### src/rtl/irq_agg_pkg.sv
// Package: register map and fixed bit positions shared by the aggregator.
// Assumes a 3-bit address; encodings are the register map software sees.
package irq_agg_pkg;
    typedef enum logic [2:0] {
        REG_A_STAT = 3'd0,
        REG_A_EN   = 3'd1,
        REG_B_STAT = 3'd2,
        REG_B_EN   = 3'd3,
        REG_T_STAT = 3'd4,
        REG_T_EN   = 3'd5,
        REG_CFG    = 3'd6
    } reg_sel_e;

    localparam int PIN_EN_BIT = 0;
endpackage

### src/rtl/irq_group.sv
// irq_group: one bank of sticky status bits with matching enables that
// reduces to a single summary bit. HAS_MASTER selects an extra master
// enable bit that gates the summary.
// Assumes event pulses last one cycle, and that the stat_we_i/en_we_i
// strobes already come decoded from the register port.
module irq_group #(
    parameter int N          = 6,
    parameter bit HAS_MASTER = 1'b0
) (
    input  logic         clk,
    input  logic         rst_n,
    input  logic [N-1:0] evt_i,
    input  logic         stat_we_i,
    input  logic         en_we_i,
    input  logic [N-1:0] wdata_i,
    input  logic         master_wr_i,
    output logic [N-1:0] stat_o,
    output logic [N-1:0] en_o,
    output logic         master_o,
    output logic         sum_o
);
    logic [N-1:0] stat_q;
    logic [N-1:0] en_q;
    logic [N-1:0] clr_mask;
    logic         any_enabled;

    // Decode the write-one-to-clear mask for this cycle.
    always_comb clr_mask = stat_we_i ? wdata_i : '0;

    // Sticky status: clear by mask, an event always wins.
    always_ff @(posedge clk) begin
        if (!rst_n) stat_q <= '0;
        else        stat_q <= (stat_q & ~clr_mask) | evt_i;
    end

    // Per-bit enable register, written directly.
    always_ff @(posedge clk) begin
        if (!rst_n)       en_q <= '0;
        else if (en_we_i) en_q <= wdata_i;
    end

    // OR of the enabled status bits.
    always_comb any_enabled = |(stat_q & en_q);

    generate
        if (HAS_MASTER) begin : g_master
            logic master_q;
            // Master enable bit, written with the enable register.
            always_ff @(posedge clk) begin
                if (!rst_n)       master_q <= 1'b0;
                else if (en_we_i) master_q <= master_wr_i;
            end
            assign master_o = master_q;
            assign sum_o    = any_enabled & master_q;
        end else begin : g_plain
            logic unused_master;
            assign unused_master = master_wr_i;
            assign master_o      = 1'b0;
            assign sum_o         = any_enabled;
        end
    endgenerate

    assign stat_o = stat_q;
    assign en_o   = en_q;

    // a set bit that was not cleared stays set.
    p_sticky_hold_r2: assert property (@(posedge clk) disable iff (!rst_n)
        (($past(stat_q) & ~$past(clr_mask) & ~stat_q) == '0));
    // an event pulse always leaves its bit set, even under a clear.
    p_event_wins_r2: assert property (@(posedge clk) disable iff (!rst_n)
        (($past(evt_i) & ~stat_q) == '0));
endmodule

### src/rtl/irq_pin_latch.sv
// irq_pin_latch: holds the pin-enable configuration bit and the output pin
// register. The pin copies the request only on edges where pin-enable is
// already 1, and freezes otherwise.
// Assumes req_i is a registered-state OR with no glitch concerns.
module irq_pin_latch (
    input  logic clk,
    input  logic rst_n,
    input  logic cfg_we_i,
    input  logic pe_wr_i,
    input  logic req_i,
    output logic pe_o,
    output logic irq_o
);
    logic pe_q;
    logic irq_q;

    // Pin-enable configuration bit.
    always_ff @(posedge clk) begin
        if (!rst_n)        pe_q <= 1'b0;
        else if (cfg_we_i) pe_q <= pe_wr_i;
    end

    // Output latch: transparent while pin-enable is 1, frozen otherwise.
    always_ff @(posedge clk) begin
        if (!rst_n)    irq_q <= 1'b0;
        else if (pe_q) irq_q <= req_i;
    end

    assign pe_o  = pe_q;
    assign irq_o = irq_q;

    // pin is frozen while pin-enable was low.
    p_pin_frozen_r7: assert property (@(posedge clk) disable iff (!rst_n)
        !$past(pe_q) |-> (irq_q == $past(irq_q)));
    // with pin-enable high the pin tracks the request one cycle later.
    p_pin_follows_r6: assert property (@(posedge clk) disable iff (!rst_n)
        $past(pe_q) |-> (irq_q == $past(req_i)));
endmodule

### src/rtl/irq_aggregator.sv
// irq_aggregator: two second-level groups feed dedicated bits of a
// first-level group, whose enabled OR drives the interrupt pin through a
// latch controlled by pin-enable.
// Assumes a single-cycle write port and combinational reads; event inputs
// are one-cycle pulses in the clk domain.
module irq_aggregator
    import irq_agg_pkg::*;
#(
    parameter int A_W        = 6,
    parameter int B_W        = 11,
    parameter int T_W        = 10,
    parameter int DW         = 32,
    parameter int MASTER_BIT = 31,
    parameter int A_SLOT     = 0,
    parameter int B_SLOT     = 1
) (
    input  logic           clk,
    input  logic           rst_n,
    input  logic           wr_en_i,
    input  logic [2:0]     addr_i,
    input  logic [DW-1:0]  wdata_i,
    output logic [DW-1:0]  rdata_o,
    input  logic [A_W-1:0] evt_a_i,
    input  logic [B_W-1:0] evt_b_i,
    input  logic [T_W-1:0] evt_top_i,
    output logic           irq_o
);
    logic [A_W-1:0] a_stat, a_en;
    logic [B_W-1:0] b_stat, b_en;
    logic [T_W-1:0] t_stat, t_en, t_evt;
    logic           a_master, b_master_unused, t_master_unused;
    logic           a_sum, b_sum, t_sum;
    logic           pin_en;
    logic           we_a_stat, we_a_en, we_b_stat, we_b_en;
    logic           we_t_stat, we_t_en, we_cfg;
    logic           unused_wdata;

    assign unused_wdata = &{1'b0, wdata_i};

    // Decode write strobes from the address.
    always_comb begin
        we_a_stat = wr_en_i && (addr_i == REG_A_STAT);
        we_a_en   = wr_en_i && (addr_i == REG_A_EN);
        we_b_stat = wr_en_i && (addr_i == REG_B_STAT);
        we_b_en   = wr_en_i && (addr_i == REG_B_EN);
        we_t_stat = wr_en_i && (addr_i == REG_T_STAT);
        we_t_en   = wr_en_i && (addr_i == REG_T_EN);
        we_cfg    = wr_en_i && (addr_i == REG_CFG);
    end

    irq_group #(.N(A_W), .HAS_MASTER(1'b1)) u_grp_a (
        .clk(clk), .rst_n(rst_n), .evt_i(evt_a_i),
        .stat_we_i(we_a_stat), .en_we_i(we_a_en),
        .wdata_i(wdata_i[A_W-1:0]), .master_wr_i(wdata_i[MASTER_BIT]),
        .stat_o(a_stat), .en_o(a_en), .master_o(a_master), .sum_o(a_sum)
    );

    irq_group #(.N(B_W), .HAS_MASTER(1'b0)) u_grp_b (
        .clk(clk), .rst_n(rst_n), .evt_i(evt_b_i),
        .stat_we_i(we_b_stat), .en_we_i(we_b_en),
        .wdata_i(wdata_i[B_W-1:0]), .master_wr_i(1'b0),
        .stat_o(b_stat), .en_o(b_en), .master_o(b_master_unused), .sum_o(b_sum)
    );

    // Merge direct events with the group summaries on their slots.
    always_comb begin
        t_evt         = evt_top_i;
        t_evt[A_SLOT] = evt_top_i[A_SLOT] | a_sum;
        t_evt[B_SLOT] = evt_top_i[B_SLOT] | b_sum;
    end

    irq_group #(.N(T_W), .HAS_MASTER(1'b0)) u_grp_top (
        .clk(clk), .rst_n(rst_n), .evt_i(t_evt),
        .stat_we_i(we_t_stat), .en_we_i(we_t_en),
        .wdata_i(wdata_i[T_W-1:0]), .master_wr_i(1'b0),
        .stat_o(t_stat), .en_o(t_en), .master_o(t_master_unused), .sum_o(t_sum)
    );

    irq_pin_latch u_pin (
        .clk(clk), .rst_n(rst_n), .cfg_we_i(we_cfg),
        .pe_wr_i(wdata_i[PIN_EN_BIT]), .req_i(t_sum),
        .pe_o(pin_en), .irq_o(irq_o)
    );

    // Read multiplexer; unused positions and addresses return zero.
    always_comb begin
        rdata_o = '0;
        case (addr_i)
            REG_A_STAT: rdata_o[A_W-1:0] = a_stat;
            REG_A_EN: begin
                rdata_o[A_W-1:0]    = a_en;
                rdata_o[MASTER_BIT] = a_master;
            end
            REG_B_STAT: rdata_o[B_W-1:0] = b_stat;
            REG_B_EN:   rdata_o[B_W-1:0] = b_en;
            REG_T_STAT: rdata_o[T_W-1:0] = t_stat;
            REG_T_EN:   rdata_o[T_W-1:0] = t_en;
            REG_CFG:    rdata_o[PIN_EN_BIT] = pin_en;
            default:    rdata_o = '0;
        endcase
    end

    // a gated summary from group A appears in first-level slot A.
    p_grp_a_feeds_top_r3: assert property (@(posedge clk) disable iff (!rst_n)
        $past(a_sum) |-> t_stat[A_SLOT]);
    // group B summary appears in first-level slot B.
    p_grp_b_feeds_top_r4: assert property (@(posedge clk) disable iff (!rst_n)
        $past(b_sum) |-> t_stat[B_SLOT]);
    // leaving reset, the pin and first-level status are clear.
    p_reset_clear_r1: assert property (@(posedge clk) disable iff (!rst_n)
        $rose(rst_n) |-> (!irq_o && t_stat == '0 && !pin_en));
endmodule

### config.mk
export PLATFORM = sky130hd
export DESIGN_NAME = irq_aggregator
export DESIGN_NICKNAME = d
export VERILOG_FILES = /design/src/rtl/irq_agg_pkg.sv /design/src/rtl/irq_group.sv /design/src/rtl/irq_pin_latch.sv /design/src/rtl/irq_aggregator.sv
export SDC_FILE = /design/constraint.sdc
export NUM_CORES = 1
export LEC_CHECK = 0
export BUFFER_PORTS_ARGS = -buffer_cell sky130_fd_sc_hd__buf_2
export CAP_MARGIN = 5
export CORE_AREA = 8 8 73 100
export CTS_CLUSTER_DIAMETER = 40
export DETAILED_ROUTE_END_ITERATION = 12
export DIE_AREA = 0 0 81 108
export GPL_ROUTABILITY_DRIVEN = 1
export PLACE_DENSITY_LB_ADDON = 0.12
export SLEW_MARGIN = 15
export SYNTH_ARGS = -nofsm -noshare
export SYNTH_HDL_FRONTEND = slang
export SYNTH_SLANG_ARGS = --single-unit
export TNS_END_PERCENT = 30
### constraint.sdc
create_clock -name clk -period 1.62 [get_ports clk]
set_input_delay 0.162 -clock clk [delete_from_list [all_inputs] [get_ports clk]]
set_output_delay 0.162 -clock clk [all_outputs]
set_load 0.005 [all_outputs]
==> impl_metrics.csv, run 1 <==
group,metric,value,unit
status,status,"finished clean",
grt,globalRouteTotalUtil,19.91,%
sta,finalCritPeriodShare,99.93,%
sta,worst_hold_slack,0.02716,ns
clocking,insertion_delay,0.34,ns
route,routed_wl,8395,microns
synthesis,seq_area_frac_synth,37.03,%
placed_design,placed_cell_area,0.003324,sq mm
finish,mostFrequentLayoutCells,"56 x buf_2, 48 x nand2_1, 48 x dfxtp_1, 32 x a21boi_0, 26 x o21a_1",
finish,final_nets,455,
worst_setup_path,cp_max_fo,2,
power_and_ir_drop,leakage,1.504,nW
worst_setup_path,r2r_cells,5,
finish,final_util,62.51,%
sta,rsz0062_at_grt,"yes",
sta,finalWorstSetupSlack,0.001065,ns
finish,drive_gt1_share,28.75,%
hold_path,hold_path_class,"in -> reg",
finish,layout_commonest_cell,"buf_2",
placed_design,dp_hpwl,6160,microns
route,post_drt_wl_per_cell,18.13,microns
synthesis,async_flop_share,0,%
worst_setup_path,cp_common_cell,"a22o_1",
placed_design,post-place-ws,0.05534,ns
job,drv_cap,0,
grt,grt_pass1_vias,2629,
synthesis,ys_ff_latch,57,
synthesis,syn_inst,326,
worst_setup_path,rr_startpoint,"u_grp_b.en_o[2]$_SDFFE_PN0P_",
power_and_ir_drop,ir_drop,0.5677,mV
clocking,cts_tree,"built",
floorplanning,initial_core_util,53.31,%
hold_path,hp-start,"evt_top_i[7]",
sta,relSlewSlack,65.00,%
synthesis,netlist_area,0.003082,sq mm
finish,n_fill_cell,513,
worst_setup_path,r2r-end,"u_grp_top.stat_o[1]$_SDFF_PN0_",
synthesis,synthFlopType,"dfxtp_1",
clocking,htreeDepth,3,
worst_setup_path,required,1.46,ns
clocking,cts_buffer_depth,2,
floorplanning,dieArea,0.008748,sq mm
worst_setup_path,cp-startpoint,"u_grp_a.en_o[5]$_SDFFE_PN0P_",
power_and_ir_drop,pwr-share-comb,12.0,%
worst_setup_path,path_buf_inv,1,
worst_setup_path,path_cells,"mux2_4 -> a22o_1 -> a22o_1 -> buf_2",
route,first_iter_violations,217,
hold_path,hold_end,"u_grp_top.stat_o[7]$_SDFF_PN0_",
route,drcViolationCount,0,
worst_setup_path,r2r_slack,0.32,ns
worst_setup_path,cpPeakStageDelay,0.32,ns
grt,grt_max_degree,33,
worst_setup_path,critical-path-top-delay-family,"compound AO/OA/AOI/OAI gates",
synthesis,synth_edf_count,0,
clocking,cts.sinks,57,
floorplanning,rows,33,
clocking,cts-root-buf,"clkbuf_8",
sta,setup_tns,0,ns
clocking,cts_buffers,9,
grt,grt_pass1_wl,13400,microns
sta,drv_slew,0,
synthesis,ys_types,43,
route,via_per_inst,5.678,
sta,fmax,617.7,MHz
floorplanning,die_w,81,microns
power_and_ir_drop,powerDensity,959.8,mW/mm^2
route,vias,2629,
worst_setup_path,end_kind,"output pin",
worst_setup_path,crit_arrival,1.46,ns
floorplanning,ioPinCount,98,
sta,finalClockSkew,0.009288,ns
clocking,clkTransAtPathRegs,0.07,ns
placed_design,port_buffers,57,
worst_setup_path,setup.worst_path.start_class,"register",
floorplanning,die_h,108,microns
grt,antenna_found_initial,0,
floorplanning,coreArea,0.005781,sq mm
worst_setup_path,slowest_stage,"dfxtp_2",
clocking,postCtsHoldBufs,0,
placed_design,place.gp.congestion,0.8592,
sta,setup_viol,0,
synthesis,synth_area_per_cell,9.453,sq um
route,drtAntennaViolNets,0,
finish,stdcell_area,0.003613,sq mm
sta,hold_viol,0,
synthesis,ys_warn_count,0,
route,drtPass1Iterations,4,
sta,fin_crit,1.619,ns
power_and_ir_drop,p_seq_share,44.0,%
grt,grt_overflow,0,
finish,antenna_cells,0,
sta,worst_pin_slew,0.5246,ns
power_and_ir_drop,pwr-share-clk,44.0,%
worst_setup_path,crit_type,"reg -> out",
power_and_ir_drop,power.switching,0.8505,mW
power_and_ir_drop,p_int,2.618,mW
power_and_ir_drop,sw_frac_of_total,24.52,%
hold_path,min_path_cells,2,
finish,synthToLayoutAreaGrowth,17.26,%
[power groups by stage]
stage	clock (mW)	combinational [mW]	sequential, mW
6_report	1.53	0.416	1.53
5_1_grt	1.61	0.457	1.53
4_1_cts	1.54	0.410	1.52
3_5_place_dp	0	0.406	1.55
3_3_place_gp	0	0.399	1.55
2_1_floorplan	0	0.308	1.53
[synth_stat cells, drive strengths merged, types with 3 or more instances]
cell type	number	area [sq um]
o22a	3	26.28
a21boi	48	360.4
a221oi	3	26.28
nor2	6	22.52
nor2b	10	62.56
nand2	49	183.9
inv	3	11.26
and4bb	3	37.53
buf	36	281.5
clkbuf	6	22.52
nand4b	3	32.53
mux2	5	67.56
mux2i	20	200.2
o21a	26	195.2
nand3	3	15.01
a22oi	10	75.07
a22o	7	61.31
o21ai	4	20.02
dfxtp	57	1141
[sequential cells by signal, summed over array words and instances (netlist names)]
signal / flops
u_grp_a.en_o: 6
u_grp_a.master_o: 1
u_pin.pe_o: 1
u_pin.irq_o: 1
u_grp_top.en_o: 10
u_grp_b.stat_o: 11
u_grp_a.stat_o: 6
u_grp_b.en_o: 11
u_grp_top.stat_o: 10
[how the worst max path moves through the flow]
stage,to,slack (ns),cells past startpoint
4_1_cts,rdata_o[5],-0.007,4
3_5_place_dp,rdata_o[4],0.06,5
6_report,rdata_o[5],0.001,4
5_1_grt,rdata_o[5],-0.04,4
3_3_place_gp,rdata_o[2],0.07,5
2_1_floorplan,rdata_o[8],0.33,6
[cell families (layout without fill, tap and decap cells)]
family,after synthesis,after routing,share of synthesized area [%]
muxes,27,27,10.15
adders and majority gates,2,2,0.8119
buffers and inverters,45,93,10.23
and+or+nand+nor,83,83,14.33
DFF,57,57,37.03
AOI/OAI and AO/OA,111,111,27.33
other,1,20,0.1217
[area by class of cell]
| cell class | instances | area, sq um | share of cell area [%] |
|---|---|---|---|
| multi-input combinational | 243 | 1705 | 47.20 |
| sequential | 57 | 1152 | 31.89 |
| timing repair buffer | 74 | 427.9 | 11.84 |
| clock buffer | 11 | 151.4 | 4.190 |
| tap | 70 | 87.58 | 2.424 |
| clock inverter | 5 | 77.57 | 2.147 |
| inverter | 3 | 11.26 | 0.3116 |
[worst register-to-register path: stages (launching register included)]
cell and delay, ns:
dfxtp_2 0.32, buf_4 0.12, buf_4 0.12, a22oi_1 0.15, nand4_1 0.17, o31a_1 0.33
[per-stage QoR]
stage	cells	total power, mW
6_report	463	3.468
5_1_grt	463	3.592
4_1_cts	461	3.478
3_5_place_dp	442	1.961
3_3_place_gp	442	1.952
2_1_floorplan	345	1.839
[layer usage]
| layer | global-route usage, % | vias to the layer above | routed length [microns] |
|---|---|---|---|
| met4 | 7.436 | 0 | 172 |
| met3 | 5.731 | 14 | 655 |
| li1 | - | 1260 | - |
| met5 | 0 | - | 0 |
| met2 | 33.99 | 116 | 4129 |
| met1 | 22.75 | 1239 | 3438 |
[what timing repair did]
item	in CTS	in global routing
gates cloned	0	0
buffers inserted	3	2
gates resized for setup	7	5
endpoints found under the setup margin	4	7
pin swaps	3	1
Note: power is estimated with default switching activity, not from simulation.
==> run 2, diff against run 1 <==
Settings changed: BUFFER_PORTS_ARGS -buffer_cell sky130_fd_sc_hd__buf_2 to -buffer_cell sky130_fd_sc_hd__buf_4, PLACE_DENSITY set to 0.91, PLACE_DENSITY_LB_ADDON 0.12 to unset.
==> impl_metrics.csv, run 2 (synthesis results as in run 1) <==
group,metric,value,unit
sta,finalWorstSetupSlack,-0.03346,ns
grt,grt_pass1_wl,12990,microns
route,drtAntennaViolNets,0,
route,first_iter_violations,281,
worst_setup_path,r2r_cells,3,
floorplanning,initial_core_util,53.31,%
route,vias,2619,
job,drv_cap,0,
clocking,htreeDepth,3,
floorplanning,die_w,81,microns
worst_setup_path,cp-startpoint,"u_grp_a.en_o[2]$_SDFFE_PN0P_",
clocking,cts_tree,"built",
grt,antenna_found_initial,0,
grt,grt_pass1_vias,2635,
floorplanning,ioPinCount,98,
power_and_ir_drop,power.total,3.066,mW
placed_design,dp_hpwl,5934,microns
finish,antenna_cells,0,
finish,stdcell_area,0.003597,sq mm
floorplanning,rows,33,
finish,layout_commonest_cell,"buf_4",
power_and_ir_drop,ir_drop,0.5647,mV
hold_path,hold_path_class,"in -> reg",
finish,final_util,62.23,%
clocking,cts_buffers,9,
worst_setup_path,cp_max_fo,2,
placed_design,post-place-ws,0.1381,ns
sta,fin_crit,1.653,ns
worst_setup_path,crit_type,"reg -> out",
placed_design,place.gp.congestion,0.8692,
floorplanning,coreArea,0.005781,sq mm
power_and_ir_drop,leakage,1.451,nW
finish,drive_gt1_share,24.87,%
clocking,cts-root-buf,"clkbuf_8",
worst_setup_path,setup.worst_path.start_class,"register",
sta,relSlewSlack,66.35,%
sta,rsz0062_at_grt,"yes",
finish,final_nets,445,
grt,grt_max_degree,58,
finish,mostFrequentLayoutCells,"63 x buf_4, 49 x nand2_1, 48 x dfxtp_1, 32 x a21boi_0, 26 x o21a_1",
route,drtPass1Iterations,5,
clocking,cts.sinks,57,
hold_path,min_path_cells,2,
route,post_drt_wl_per_cell,18.19,microns
clocking,cts_buffer_depth,2,
worst_setup_path,r2r-end,"u_grp_top.stat_o[1]$_SDFF_PN0_",
worst_setup_path,end_kind,"output pin",
placed_design,port_buffers,57,
clocking,clkTransAtPathRegs,0.06,ns
sta,fmax,604.8,MHz
worst_setup_path,r2r_slack,0.40,ns
grt,grt_overflow,0,
sta,setup_tns,-0.06187,ns
worst_setup_path,rr_startpoint,"u_grp_b.stat_o[0]$_SDFF_PN0_",
hold_path,hold_end,"u_grp_b.stat_o[1]$_SDFF_PN0_",
sta,drv_slew,0,
status,status,"finished, violations left",
clocking,insertion_delay,0.34,ns
route,drcViolationCount,0,
worst_setup_path,crit_arrival,1.49,ns
worst_setup_path,required,1.46,ns
sta,finalCritPeriodShare,102.1,%
hold_path,hp-start,"evt_b_i[1]",
floorplanning,dieArea,0.008748,sq mm
route,routed_wl,8224,microns
sta,worst_hold_slack,0.02610,ns
sta,hold_viol,0,
finish,synthToLayoutAreaGrowth,16.73,%
route,via_per_inst,5.794,
finish,fin_cells,452,
floorplanning,die_h,108,microns
sta,finalClockSkew,0.007263,ns
clocking,postCtsHoldBufs,0,
status,violations,"negative setup slack",
placed_design,dp.cells,436,
sta,worst_pin_slew,0.5047,ns
placed_design,placed_cell_area,0.003422,sq mm
power_and_ir_drop,powerDensity,852.3,mW/mm^2
grt,globalRouteTotalUtil,19.18,%
sta,setup_viol,2,
run 2: cell types whose count changed in the layout (fill, tap and decap cells not counted), moves of 2 or more:
cell / previous run / this run
bufinv_16: 2 / 0
clkinv_2: 2 / 0
buf_2: 56 / 0
buf_4: 16 / 63
clkbuf_1: 0 / 5
run 2: worst max path at each step:
stage                 end  cells after the start  slack [ns]
2_1_floorplan  rdata_o[8]                      6        0.33
3_3_place_gp   rdata_o[2]                      5        0.17
3_5_place_dp   rdata_o[2]                      5        0.14
4_1_cts        rdata_o[0]                      3       -0.03
5_1_grt        rdata_o[2]                      4       -0.07
6_report       rdata_o[2]                      4       -0.03
run 2: per-layer routing:
| metal | GRT usage [%] | routed length [microns] | vias to the layer above |
|---|---|---|---|
| li1 | - | - | 1232 |
| met1 | 21.61 | 2953 | 1232 |
| met2 | 30.94 | 4094 | 132 |
| met3 | 4.983 | 845 | 23 |
| met4 | 12.82 | 330 | 0 |
| met5 | 0 | 0 | - |
run 2: cell type report:
| cell class | count | area (sq um) |
|---|---|---|
| Timing Repair Buffer | 64 | 493.0 |
| Inverter | 3 | 11.26 |
| Tap cell | 70 | 87.58 |
| Clock buffer | 15 | 156.4 |
| Multi-Input combinational cell | 243 | 1697 |
| Sequential cell | 57 | 1152 |
| Fill cell | 482 | 2183 |
run 2: what timing repair did:
action,CTS,global route
setup buffers,1,0
pin swaps,4,0
resized for setup,6,3
setup endpoints to repair,4,6
run 2: critical path: stages, from the launching register on:
cell and delay [ns]:
dfxtp_2 0.33, mux2_4 0.27, a22o_1 0.21, a22o_1 0.20, buf_4 0.14
run 2: where the power goes:
group,switching [mW],leakage (nW),internal (mW),total (mW)
Combinational,0.206,0.900,0.231,0.438
Clock,0.508,0.0778,0.591,1.10
Sequential,0.0595,0.473,1.47,1.53
==> run 3, diff against run 2 <==
Settings changed: REMOVE_ABC_BUFFERS set to 1, SKIP_CTS_REPAIR_TIMING set to 1.
==> impl_metrics.csv, run 3 (synthesis results as in run 1) <==
group,metric,value,unit
status,status,"finished, violations left",
status,violations,"negative setup slack",
worst_setup_path,cp.depth,4,
worst_setup_path,path_cells,"mux2_4 -> a22o_1 -> a22o_1 -> buf_4",
clocking,cts-root-buf,"clkbuf_8",
worst_setup_path,setup.worst_path.start_class,"register",
route,drtAntennaViolNets,0,
sta,setup_tns,-0.04252,ns
floorplanning,dieArea,0.008748,sq mm
finish,regArea,0.001150,sq mm
worst_setup_path,required,1.46,ns
floorplanning,coreArea,0.005781,sq mm
finish,antenna_cells,0,
job,drv_cap,0,
route,vias,2688,
sta,finalWorstSetupSlack,-0.03171,ns
placed_design,port_buffers,57,
worst_setup_path,r2r_slack,0.43,ns
finish,synthToLayoutAreaGrowth,18.43,%
placed_design,placed_cell_area,0.003425,sq mm
finish,layout_commonest_cell,"buf_4",
finish,final_nets,449,
finish,multi_input_area,0.001709,sq mm
worst_setup_path,cp_max_fo,3,
clocking,cts.sinks,57,
route,drcViolationCount,0,
clocking,cts_buffers,9,
sta,fin_crit,1.652,ns
sta,setup_viol,3,
power_and_ir_drop,leakage,1.489,nW
finish,final_util,63.14,%
route,routed_wl,8311,microns
worst_setup_path,cpPeakStageDelay,0.33,ns
sta,rsz0062_at_grt,"yes",
grt,grt_overflow,0,
power_and_ir_drop,ir_drop,0.5157,mV
grt,antenna_found_initial,0,
sta,drv_slew,0,
clocking,insertion_delay,0.35,ns
floorplanning,rows,33,
clocking,cts_buffer_depth,2,
floorplanning,die_h,108,microns
sta,finalCritPeriodShare,102.0,%
worst_setup_path,endpoint,"rdata_o[4]",
worst_setup_path,cp_common_cell,"a22o_1",
worst_setup_path,rr_startpoint,"u_grp_top.stat_o[8]$_SDFF_PN0_",
worst_setup_path,crit_type,"reg -> out",
worst_setup_path,slowest_stage,"dfxtp_2",
route,post_drt_wl_per_cell,18.19,microns
worst_setup_path,crit_arrival,1.49,ns
grt,grt_pass1_wl,12880,microns
finish,n_fill_cell,468,
clocking,cts_tree,"built",
floorplanning,initial_core_util,53.31,%
sta,hold_viol,0,
route,via_per_inst,5.882,
worst_setup_path,end_kind,"output pin",
grt,grt_max_degree,42,
hold_path,hold_path_class,"in -> reg",
power_and_ir_drop,power.total,3.160,mW
route,drtPass1Iterations,5,
sta,fmax,605.4,MHz
placed_design,place.gp.congestion,0.8638,
worst_setup_path,r2r_cells,3,
sta,finalClockSkew,0.004504,ns
clocking,clkTransAtPathRegs,0.07,ns
worst_setup_path,critical-path-top-delay-family,"compound AO/OA/AOI/OAI gates",
clocking,htreeDepth,3,
floorplanning,ioPinCount,98,
finish,stdcell_area,0.003650,sq mm
grt,grt_pass1_vias,2674,
placed_design,dp_hpwl,5929,microns
route,first_iter_violations,327,
sta,worst_hold_slack,0.01937,ns
worst_setup_path,path_buf_inv,1,
grt,globalRouteTotalUtil,18.73,%
power_and_ir_drop,powerDensity,865.9,mW/mm^2
worst_setup_path,r2r-end,"u_pin.irq_o$_SDFFE_PN0P_",
finish,mostFrequentLayoutCells,"66 x buf_4, 50 x dfxtp_1, 49 x nand2_1, 32 x a21boi_0, 26 x o21a_1",
finish,drive_gt1_share,26.61,%
floorplanning,die_w,81,microns
worst_setup_path,cp-startpoint,"u_grp_a.en_o[4]$_SDFFE_PN0P_",
==> run 3: changes by cell type in the layout (fill, tap and decap cells not counted), sizes merged <==
| cell | change |
|---|---|
| buf | +4 |
| clkinv | +3 |
| clkbuf | -2 |
==> run 3: final cells by class <==
type,instances,area share [%]
multi-input combinational,243,46.83
sequential,57,31.50
timing repair buffer,68,14.19
clock buffer,13,4.354
tap,70,2.400
clock inverter,3,0.4114
inverter,3,0.3085
==> run 3: metrics by stage <==
| stage | worst slack, ns | std cells |
|---|---|---|
| 5_1_grt | -0.04954 | 457 |
| 2_1_floorplan | 0.4901 | 303 |
| 3_3_place_gp | 0.1299 | 438 |
| 4_1_cts | -0.05592 | 454 |
| 6_report | -0.03171 | 457 |
| 3_5_place_dp | 0.1228 | 438 |
==> run 3: report_power, final <==
group          leakage [nW]  switching, mW  internal (mW)
combinational         0.923          0.212          0.234
clock                0.0932          0.558          0.631
sequential            0.473         0.0568           1.47
total                  1.49          0.827           2.33
==> run 3: routing by layer <==
layer | vias to the layer above | global-route usage [%] | wire length (microns)
li1 | 1244 | - | -
met5 | - | 0 | 0
met1 | 1275 | 20.68 | 3070
met3 | 37 | 4.568 | 703
met2 | 132 | 30.48 | 4155
met4 | 0 | 13.46 | 383
==> run 3: worst min-delay path by stage <==
stage	start	endpoint	slack (ns)	cells after the start
global placement	evt_b_i[9]	u_grp_b.stat_o[9]$_SDFF_PN0_	0.37	2
floorplan	rst_n	u_grp_a.stat_o[0]$_SDFF_PN0_	0.28	1
global route	evt_top_i[7]	u_grp_top.stat_o[7]$_SDFF_PN0_	0.02	2
CTS	evt_top_i[6]	u_grp_top.stat_o[6]$_SDFF_PN0_	0.02	2
detailed placement	evt_a_i[3]	u_grp_a.stat_o[3]$_SDFF_PN0_	0.37	2
finish	evt_b_i[9]	u_grp_b.stat_o[9]$_SDFF_PN0_	0.02	2
==> run 3: worst reg2reg max path, cell delays in order (launching register included) <==
cell      delay (ns)
dfxtp_1         0.34
a22o_1          0.23
a221oi_1        0.36
a31oi_1         0.13
